===== src/rtl/sio_pkg.sv =====
`timescale 1ns/1ps
package sio_pkg;
  localparam int DATA_W    = 8;
  localparam int DIV_W     = 8;
  localparam int ADDR_W    = 3;
  localparam int FRAME_MAX = 12;

  localparam logic [ADDR_W-1:0] A_MODE = 3'd0;
  localparam logic [ADDR_W-1:0] A_DIV  = 3'd1;
  localparam logic [ADDR_W-1:0] A_CTRL = 3'd2;
  localparam logic [ADDR_W-1:0] A_TX   = 3'd3;
  localparam logic [ADDR_W-1:0] A_RX   = 3'd4;
  localparam logic [ADDR_W-1:0] A_STAT = 3'd5;

  // control -> datapath
  typedef struct packed {
    logic              txEn;
    logic              rxEn;
    logic              parEn;
    logic              parOdd;
    logic              twoStop;
    logic [1:0]        clkSel;
    logic [DIV_W-1:0]  div;
    logic              divRestart;
    logic              txPend;
    logic [DATA_W-1:0] txByte;
  } sioCfg_t;

  // datapath -> control
  typedef struct packed {
    logic              txLoad;
    logic              rxDone;
    logic [DATA_W-1:0] rxByte;
    logic              rxPerr;
    logic              rxFerr;
  } sioEvt_t;
endpackage


===== src/rtl/sio_ctrl.sv =====
`timescale 1ns/1ps
module sio_ctrl
  import sio_pkg::*;
#(
  parameter logic [DIV_W-1:0] RST_DIV = 8'd3
) (
  input  logic              clk,
  input  logic              rstN,
  input  logic [ADDR_W-1:0] addr,
  input  logic              wrEn,
  input  logic [DATA_W-1:0] wrData,
  output logic [DATA_W-1:0] rdData,
  input  sioEvt_t           evt,
  output sioCfg_t           cfg,
  output logic [4:0]        flags,
  output logic [DATA_W-1:0] rxHold
);
  logic [4:0]        modeR;
  logic [DIV_W-1:0]  divR;
  logic              txEnR, rxEnR;
  logic [DATA_W-1:0] txBuf;
  logic              tdre, rdrf, perr, ferr, orer;
  logic              locked;

  assign locked = txEnR | rxEnR;

  always_ff @(posedge clk or negedge rstN) begin
    if (!rstN) begin
      modeR  <= '0;
      divR   <= RST_DIV;
      txEnR  <= 1'b0;
      rxEnR  <= 1'b0;
      txBuf  <= '0;
      tdre   <= 1'b1;
      rdrf   <= 1'b0;
      perr   <= 1'b0;
      ferr   <= 1'b0;
      orer   <= 1'b0;
      rxHold <= '0;
    end else begin
      if (wrEn && addr == A_MODE && !locked) modeR <= wrData[4:0];
      if (wrEn && addr == A_DIV && !locked)  divR  <= wrData[DIV_W-1:0];
      if (wrEn && addr == A_CTRL) begin
        txEnR <= wrData[0];
        rxEnR <= wrData[1];
      end
      // transmit-empty: disable wins, then a write, then a hand-off
      if (!txEnR) tdre <= 1'b1;
      else if (wrEn && addr == A_TX) begin
        tdre  <= 1'b0;
        txBuf <= wrData;
      end else if (evt.txLoad) tdre <= 1'b1;
      // status clear by writing zero
      if (wrEn && addr == A_STAT) begin
        if (!wrData[1]) rdrf <= 1'b0;
        if (!wrData[2]) perr <= 1'b0;
        if (!wrData[3]) ferr <= 1'b0;
        if (!wrData[4]) orer <= 1'b0;
      end
      if (evt.rxDone) begin
        if (rdrf) orer <= 1'b1;
        else begin
          rxHold <= evt.rxByte;
          rdrf   <= 1'b1;
          perr   <= perr | evt.rxPerr;
          ferr   <= ferr | evt.rxFerr;
        end
      end
    end
  end

  always_comb begin
    cfg.txEn       = txEnR;
    cfg.rxEn       = rxEnR;
    cfg.parEn      = modeR[0];
    cfg.parOdd     = modeR[1];
    cfg.twoStop    = modeR[2];
    cfg.clkSel     = modeR[4:3];
    cfg.div        = divR;
    cfg.divRestart = wrEn && addr == A_DIV && !locked;
    cfg.txPend     = ~tdre;
    cfg.txByte     = txBuf;
  end

  assign flags = {orer, ferr, perr, rdrf, tdre};

  always_comb begin
    case (addr)
      A_MODE:  rdData = DATA_W'(modeR);
      A_DIV:   rdData = DATA_W'(divR);
      A_CTRL:  rdData = DATA_W'({rxEnR, txEnR});
      A_RX:    rdData = rxHold;
      A_STAT:  rdData = DATA_W'(flags);
      default: rdData = '0;
    endcase
  end
endmodule


===== src/rtl/sio_dpath.sv =====
`timescale 1ns/1ps
module sio_dpath
  import sio_pkg::*;
(
  input  logic    clk,
  input  logic    rstN,
  input  sioCfg_t cfg,
  input  logic    rxd,
  input  logic    sckIn,
  output logic    txd,
  output logic    sckOut,
  output logic    sckOe,
  output logic    tick,
  output sioEvt_t evt
);
  logic [2:0]           sckSync;
  logic [1:0]           rxSync;
  logic [DIV_W-1:0]     divCnt;
  logic [3:0]           phase;
  logic                 boundary;
  logic [FRAME_MAX-1:0] shiftR, txFrame;
  logic [3:0]           bitsLeft, txLen;
  logic                 busy, parBit;
  logic                 rxActive, rxPar, rxSample, rxAbort;
  logic [3:0]           rxCnt, rxIdx, stopIdx;
  logic [DATA_W-1:0]    rxShift;

  // ---- tick source and phase ----
  assign tick     = cfg.clkSel[1] ? (sckSync[1] & ~sckSync[2]) : (divCnt == cfg.div);
  assign boundary = tick && phase == 4'hF;
  assign sckOut   = phase[3];
  assign sckOe    = cfg.clkSel == 2'b01;

  always_ff @(posedge clk or negedge rstN) begin
    if (!rstN) begin
      sckSync <= '0;
      rxSync  <= '1;
      divCnt  <= '0;
      phase   <= '0;
    end else begin
      sckSync <= {sckSync[1:0], sckIn};
      rxSync  <= {rxSync[0], rxd};
      if (cfg.divRestart || divCnt == cfg.div) divCnt <= '0;
      else divCnt <= divCnt + 1'b1;
      if (tick) phase <= phase + 1'b1;
    end
  end

  // ---- transmit ----
  assign parBit  = ^cfg.txByte ^ cfg.parOdd;
  assign txFrame = cfg.parEn ? {2'b11, parBit, cfg.txByte, 1'b0}
                             : {3'b111, cfg.txByte, 1'b0};
  assign txLen   = 4'd10 + {3'b0, cfg.parEn} + {3'b0, cfg.twoStop};
  assign evt.txLoad = cfg.txEn && boundary && (!busy || bitsLeft == 4'd1) && cfg.txPend;
  assign txd     = busy ? shiftR[0] : 1'b1;

  always_ff @(posedge clk or negedge rstN) begin
    if (!rstN) begin
      busy     <= 1'b0;
      bitsLeft <= '0;
      shiftR   <= '1;
    end else if (!cfg.txEn) begin
      busy     <= 1'b0;
      bitsLeft <= '0;
      shiftR   <= '1;
    end else if (boundary) begin
      if (!busy || bitsLeft == 4'd1) begin
        if (cfg.txPend) begin
          shiftR   <= txFrame;
          bitsLeft <= txLen;
          busy     <= 1'b1;
        end else busy <= 1'b0;
      end else begin
        shiftR   <= {1'b1, shiftR[FRAME_MAX-1:1]};
        bitsLeft <= bitsLeft - 1'b1;
      end
    end
  end

  // ---- receive ----
  assign stopIdx    = cfg.parEn ? 4'd10 : 4'd9;
  assign rxSample   = tick && rxActive && rxCnt == 4'd7;
  assign rxAbort    = rxSample && rxIdx == 4'd0 && rxSync[1];
  assign evt.rxDone = cfg.rxEn && rxSample && rxIdx == stopIdx;
  assign evt.rxByte = rxShift;
  assign evt.rxPerr = cfg.parEn && (rxPar != (^rxShift ^ cfg.parOdd));
  assign evt.rxFerr = ~rxSync[1];

  always_ff @(posedge clk or negedge rstN) begin
    if (!rstN) begin
      rxActive <= 1'b0;
      rxCnt    <= '0;
      rxIdx    <= '0;
      rxShift  <= '0;
      rxPar    <= 1'b0;
    end else if (!cfg.rxEn) begin
      rxActive <= 1'b0;
    end else if (tick) begin
      if (!rxActive) begin
        if (!rxSync[1]) begin
          rxActive <= 1'b1;
          rxCnt    <= '0;
          rxIdx    <= '0;
        end
      end else begin
        rxCnt <= rxCnt + 1'b1;
        if (rxCnt == 4'd7) begin
          if (rxAbort || evt.rxDone) rxActive <= 1'b0;
          else begin
            rxIdx <= rxIdx + 1'b1;
            if (rxIdx >= 4'd1 && rxIdx <= 4'd8) rxShift <= {rxSync[1], rxShift[DATA_W-1:1]};
            else if (rxIdx == 4'd9) rxPar <= rxSync[1];
          end
        end
      end
    end
  end
endmodule


===== src/rtl/sio_async.sv =====
`timescale 1ns/1ps
module sio_async
  import sio_pkg::*;
#(
  parameter logic [DIV_W-1:0] RST_DIV = 8'd3
) (
  input  logic              clk,
  input  logic              rstN,
  input  logic [ADDR_W-1:0] addr,
  input  logic              wrEn,
  input  logic [DATA_W-1:0] wrData,
  output logic [DATA_W-1:0] rdData,
  output logic              txd,
  input  logic              rxd,
  input  logic              sckIn,
  output logic              sckOut,
  output logic              sckOe
);
  sioCfg_t           cfg;
  sioEvt_t           evt;
  logic [4:0]        flags;
  logic [DATA_W-1:0] rxHold;
  logic              tick;

  sio_ctrl #(.RST_DIV(RST_DIV)) i_ctrl (
    .clk(clk), .rstN(rstN), .addr(addr), .wrEn(wrEn), .wrData(wrData),
    .rdData(rdData), .evt(evt), .cfg(cfg), .flags(flags), .rxHold(rxHold)
  );

  sio_dpath i_dpath (
    .clk(clk), .rstN(rstN), .cfg(cfg), .rxd(rxd), .sckIn(sckIn),
    .txd(txd), .sckOut(sckOut), .sckOe(sckOe), .tick(tick), .evt(evt)
  );
endmodule


===== config.mk =====
export PLATFORM = sky130hd
export DESIGN_NAME = sio_async
export DESIGN_NICKNAME = d
export VERILOG_FILES = /design/src/rtl/sio_pkg.sv /design/src/rtl/sio_ctrl.sv /design/src/rtl/sio_dpath.sv /design/src/rtl/sio_async.sv
export SDC_FILE = /design/constraint.sdc
export NUM_CORES = 1
export LEC_CHECK = 0
export ABC_AREA = 0
export BUFFER_PORTS_ARGS = -buffer_cell sky130_fd_sc_hd__buf_2
export CORE_MARGIN = 10
export CORE_UTILIZATION = 57
export CTS_BUF_LIST = sky130_fd_sc_hd__clkbuf_8 sky130_fd_sc_hd__clkbuf_16
export DETAILED_ROUTE_END_ITERATION = 8
export GPL_TIMING_DRIVEN = 0
export HOLD_SLACK_MARGIN = 0.1
export PLACE_DENSITY = 0.73
export SLEW_MARGIN = 0
export SYNTH_ARGS = -nofsm -noshare
export SYNTH_HDL_FRONTEND = slang
export SYNTH_SLANG_ARGS = --single-unit

===== constraint.sdc =====
create_clock -name clk -period 2.5 [get_ports clk]
set_input_delay 0.25 -clock clk [delete_from_list [all_inputs] [get_ports clk]]
set_output_delay 0.25 -clock clk [all_outputs]
set_load 0.005 [all_outputs]

# Word-level counts from Yosys, hierarchy flattened
# Index checks and enable logic that the tools add are counted.
# word_totals
n_memories	0
inputBits	16
ramBits	0
word_cells	149
register_bits	88
latch_bits	0
rom_bits	0
# classes
multipliers	0
n_reduce_logical	36
eq_ne	21
addsub	7
bitwise	12
n_div	0
mux	48
n_lt_le_gt_ge	2
shifts	0
# ops
op	n
$mux 12	4
$pmux 8 s5	1
$mux 4	9
$mux 1	31
$logic_and 1x1->1	19
$reduce_xor 8->1	2
$add 4x1->4 const B	3
$mux 10	1
$add 8x1->8 const B	1
$eq 4x4->1 const B	2
$eq 8x8->1	1
$mux 8	1
$reduce_and 2->1	4
$reduce_and 7->1	1
$eq 3x2->1 const B	2
$eq 3x3->1 const B	2
$ne 2x1->1 const B	3
$ne 2x2->1 const B	3
$ne 3x3->1 const B	2
$not 1->1	6
$reduce_and 6->1	1
$reduce_and 5->1	1
$add 4x1->4	1
$add 4x1->4 const A	1
18 further kinds	24

# Depth between registers and ports, before layout
# depth
depth_word	13
ltp_mapped	9
depth_no_buf	7

# Modules after synthesis
# From an unflattened synthesis, not the netlist that was laid out.
# unflattened
cells_unflattened	392
area_unflattened_um2	4499.3
# modules_own_cells
module	area_each_um2	n_inst	seq_area_each_um2	cells_each
sio_dpath	2795.2	1	1266.2	264
sio_ctrl	1704.1	1	904.6	128

# Least setup slack after synthesis
# OpenSTA, ideal clock, no wires.
# synth_timing
kind	register to register
start	register i_ctrl.divR[0]
end	register i_dpath.rxShift[0]
setup_time_ns	0.125
arrival_time_ns	2.032
synth_period_minus_slack_ns	2.157
t_required_ns	2.375
setup_slack_ns	0.343
path_buffers	0
path_stages_with_launch	6
path_cell_list	dfstp_2 -> xnor2_1 -> nand4_1 -> o31a_1 -> nor4_4 -> mux2_2
# synth_via
elab_chain_len	9
word_cells_on_any_way	11
classes_between	eq/ne: 1; mux: 1; bitwise: 1; reduce/logical: 8
# synth_lines
item	line	text
start: declaration	sio_ctrl.sv:19	logic [DIV_W-1:0] divR;
start signal: assignment	sio_ctrl.sv:42	if (wrEn && addr == A_DIV && !locked) divR <= wrData[DIV_W-1:0];
$eq 8x8->1 (*)	sio_dpath.sv:29	assign tick = cfg.clkSel[1] ? (sckSync[1] & ~sckSync[2]) : (divCnt == cfg.div);
$mux 1 (*)	sio_dpath.sv:29	
$logic_and 1x1->1 (2 in a row)	sio_dpath.sv:82	assign rxSample = tick && rxActive && rxCnt == 4'd7;
$logic_and 1x1->1 (on tied branches) (2 in a row)	sio_dpath.sv:83, sio_dpath.sv:84	
$logic_or 1x1->1	sio_dpath.sv:108	if (rxAbort || evt.rxDone) rxActive <= 1'b0;
$not 1->1 (no line)	-	
$reduce_and 6->1 (no line) (*)	-	
end signal: assignment	sio_dpath.sv:111	if (rxIdx >= 4'd1 && rxIdx <= 4'd8) rxShift <= {rxSync[1], rxShift[DATA_W-1:1]};
end: declaration	sio_dpath.sv:26	logic [DATA_W-1:0] rxShift;
# Every way passes the cells marked *; elsewhere a longest branch is shown, timed or not.
# A chain may end at the register's enable or synchronous reset.

# Worst setup path in the final report
# layout_timing
start	register i_dpath.bitsLeft[0]
end	register i_dpath.shiftR[4]
# layout_via
elab_chain_len	5
word_cells_on_any_way	7
classes_between	eq/ne: 2; mux: 3; reduce/logical: 2
# layout_lines
item	line	text
start: declaration	sio_dpath.sv:22	logic [3:0] bitsLeft, txLen;
start signal: assignment	sio_dpath.sv:70	bitsLeft <= txLen;
start signal: assignment	sio_dpath.sv:75	bitsLeft <= bitsLeft - 1'b1;
$eq 4x1->1 (*)	sio_dpath.sv:67	if (!busy || bitsLeft == 4'd1) begin
$logic_or 1x1->1 (*)	sio_dpath.sv:67	
$mux 12	sio_dpath.sv:67	
$mux 12	sio_dpath.sv:66	end else if (boundary) begin
$mux 12	sio_dpath.sv:62	end else if (!cfg.txEn) begin
end signal: assignment	sio_dpath.sv:69	shiftR <= txFrame;
end signal: assignment	sio_dpath.sv:74	shiftR <= {1'b1, shiftR[FRAME_MAX-1:1]};
end: declaration	sio_dpath.sv:21	logic [FRAME_MAX-1:0] shiftR, txFrame;
# Every way passes the cells marked *; elsewhere a longest branch is shown, timed or not. The select of a mux whose other input is x is not followed.

==> results.cfg <==
[route]
drc = 0
drt_iter0_markers = 253
wl_per_cell_um = 17.9
routed_wl_mm = 9.78
dr.pass1.iters = 4
viasPerCell = 5.92
vias = 3232
final_antenna_net_count = 0

[place]
dp_hpwl_mm = 7.16
placed_area_sq_um = 4730
portBuffers = 25
placed_cells = 526
gp_congestion = 0.826

[timing]
finalSetupViolCount = 0
tightestPinTransition_ns = 0.770
relSlewSlack = 0.481
report.final.slew_viol_count = 0
period_share = 0.953
hold_slack_ns = 0.141
max_freq_mhz = 420
tns_ns = 0
fin_skew_ns = 0.00989
period_needed_ns = 2.38
rsz0062_at_grt = true
hold_violations = 0

[setup_path]
path_cells = ha_1 -> or3b_2 -> buf_2 -> nand2_2 -> a221oi_4 -> nand2_1 -> buf_2 -> o311ai_0
critical_path_class = reg -> reg
critPathMaxFanout = 10
required_ns = 2.74
worstPathArrival_ns = 2.62
critPathMostFrequentCell = buf_2
cp-start-kind = register
critPathBufInv = 2
endpoint_kind = register
cpLargestDelayFamily = compound AO/OA/AOI/OAI gates
slowest_delay_ns = 0.44
slowest_stage = dfrtp_1

[global_routing]
grt_pass1_wl_mm = 16.4
antenna_found_initial = 0
grt_max_degree = 45
grt_overflow_total = 0
grt_pass1_vias = 3294
track_usage = 0.174

[finish]
multi_input_area_sq_um = 2190
final_util = 0.651
final_area_sq_um = 4970
nFillCells = 612
register_area_sq_um = 2170
nNetsFinal = 465
final_common_cell = dfrtp_1
drive_gt1_frac = 0.264
antenna_cells = 0
mostFrequentLayoutCells = 71 x dfrtp_1, 40 x mux2_2, 28 x buf_2
fin_cells = 546
area_growth_syn_to_layout_pct = 11.6

[synth]
ys_ff_latch = 86
synth-async-reset-ratio = 1.00
yosysUniqueCellTypes = 57
yosysWarnings = 0
synth_sequential_area_ratio = 0.487
synth_edf_count = 0
synthSimpleGateAreaFrac = 0.138
synth_adder_area_share = 0.0281
syn_inst = 398
syn-num-nets = 424
synthFlopType = dfrtp_1
syn_area_per_cell_sq_um = 11.2
synth_xor_xnor_area_share = 0.0690
synth_compound_area_frac = 0.122
syn_area_sq_um = 4460
synth_top_family_by_area = simple AND/OR/NAND/NOR gates
synth.area.mux_share = 0.129

[floorplan]
core-area_sq_um = 7650
num_io_pins = 27
fp.dieH_um = 108
dieArea_sq_um = 11800
start_util = 0.583
die_x_um = 108
std_cell_rows = 32

[clocking]
cts.root.buffer_cell = clkbuf_8
cts_tree = yes
clock_path_buffers = 2
clk_pin_slew_worst_paths_ns = 0.09
clock-sinks = 86
htreeDepth = 3
clock_latency_ns = 0.36
cts_buffers = 9

[power_and_ir_drop]
leakagePower_uw = 0.00213
power_density_nw_per_um2 = 757
worst_ir_drop_vdd_v = 0.000330

[outcome]
status = complete, no violations

[job]
maxCapViolations = 0

[hold_path]
hp-class = in -> reg
-- per-stage QoR --
| stage | power [uW] | worst slack, ns |
|---|---|---|
| after floorplan | 2550 | 0.343 |
| after global placement | 2820 | 0.0199 |
| after detailed placement | 2860 | -0.0890 |
| after CTS | 3780 | 0.00571 |
| after global routing | 3990 | -0.0340 |
| final | 3770 | 0.119 |
-- Yosys cell counts (5+ instances only) --
cell / number / area share
a21oi_1: 16 / 0.018
clkbuf_1: 9 / 0.0076
dfrtp_1: 71 / 0.40
dfstp_2: 15 / 0.088
ha_1: 10 / 0.028
inv_1: 15 / 0.013
mux2_2: 40 / 0.10
mux4_2: 5 / 0.025
nand2_1: 23 / 0.019
nand2b_1: 5 / 0.0070
nand3_1: 15 / 0.017
nand4_1: 5 / 0.0070
nor2_1: 24 / 0.020
nor2b_1: 5 / 0.0070
o21ai_0: 26 / 0.029
o311ai_0: 9 / 0.018
xnor2_1: 22 / 0.043
xor2_1: 8 / 0.016
-- per-layer routing --
metal,share of wire,track usage,routed length [um]
met3,0.042,0.0357,415
met5,0,0,0
met2,0.49,0.283,4810
met4,0.019,0.0772,187
met1,0.45,0.220,4360
-- path summary, 6_finish.rpt --
kind                                                  from                             to  slack, ns  cells past startpoint
setup reg to reg           i_dpath.bitsLeft[0]$_DFFE_PN0P_  i_dpath.shiftR[4]$_DFFE_PN1P_       0.12                      8
hold / removal                                   wrData[7]    i_ctrl.txBuf[7]$_DFFE_PN0P_       0.14                      2
hold reg to reg                i_dpath.rxSync[0]$_DFF_PN1_    i_dpath.rxSync[1]$_DFF_PN1_       0.36                      0
setup / recovery           i_dpath.bitsLeft[0]$_DFFE_PN0P_  i_dpath.shiftR[4]$_DFFE_PN1P_       0.12                      8
max in group asynchronous                             rstN     i_ctrl.divR[1]$_DFFE_PN1P_       1.41                      3
min in group asynchronous                             rstN   i_dpath.phase[2]$_DFFE_PN0P_       0.42                      2
-- final cells by class --
cell class | count | share of cell area
Tap cell | 102 | 0.0257
Clock inverter | 6 | 0.00905
Multi-Input combinational cell | 282 | 0.440
Buffer | 15 | 0.0128
Timing Repair Buffer | 30 | 0.0372
Sequential cell | 86 | 0.436
Inverter | 15 | 0.0113
Clock buffer | 10 | 0.0277
-- power by group --
part           switching, uW  internal [uW]
clock network            521            395
logic                    488            480
registers                257           1630
-- cell families (layout without fill, tap and decap cells) --
kind of cell | Yosys count | in the layout
and+or+nand+nor | 111 | 111
DFF | 86 | 86
AOI/OAI and AO/OA | 83 | 83
muxes | 46 | 46
xor gates and xnor gates | 32 | 32
buffers and inverters | 30 | 76
adders and majority gates | 10 | 10
-- state kept, by name, indices dropped and copies added, names as in the netlist, 2 cells and up --
| register | cells |
|---|---|
| i_dpath.divCnt | 8 |
| i_dpath.rxSync | 2 |
| i_dpath.rxIdx | 4 |
| i_dpath.sckSync | 3 |
| i_dpath.shiftR | 10 |
| i_ctrl.modeR | 5 |
| i_dpath.rxShift | 8 |
| i_ctrl.divR | 8 |
| i_dpath.bitsLeft | 4 |
| i_ctrl.rxHold | 8 |
| i_dpath.rxCnt | 4 |
| i_ctrl.txBuf | 8 |
| i_dpath.phase | 4 |
-- what timing repair did --
item	in CTS	in global routing
endpoints found under the hold margin	41	0
endpoints found under the setup margin	7	29
cloned	0	0
resized for setup	1	4
hold buffers	3	0
pin swaps	0	2
buffers inserted	0	1
Power figures use the tool's default switching activity.
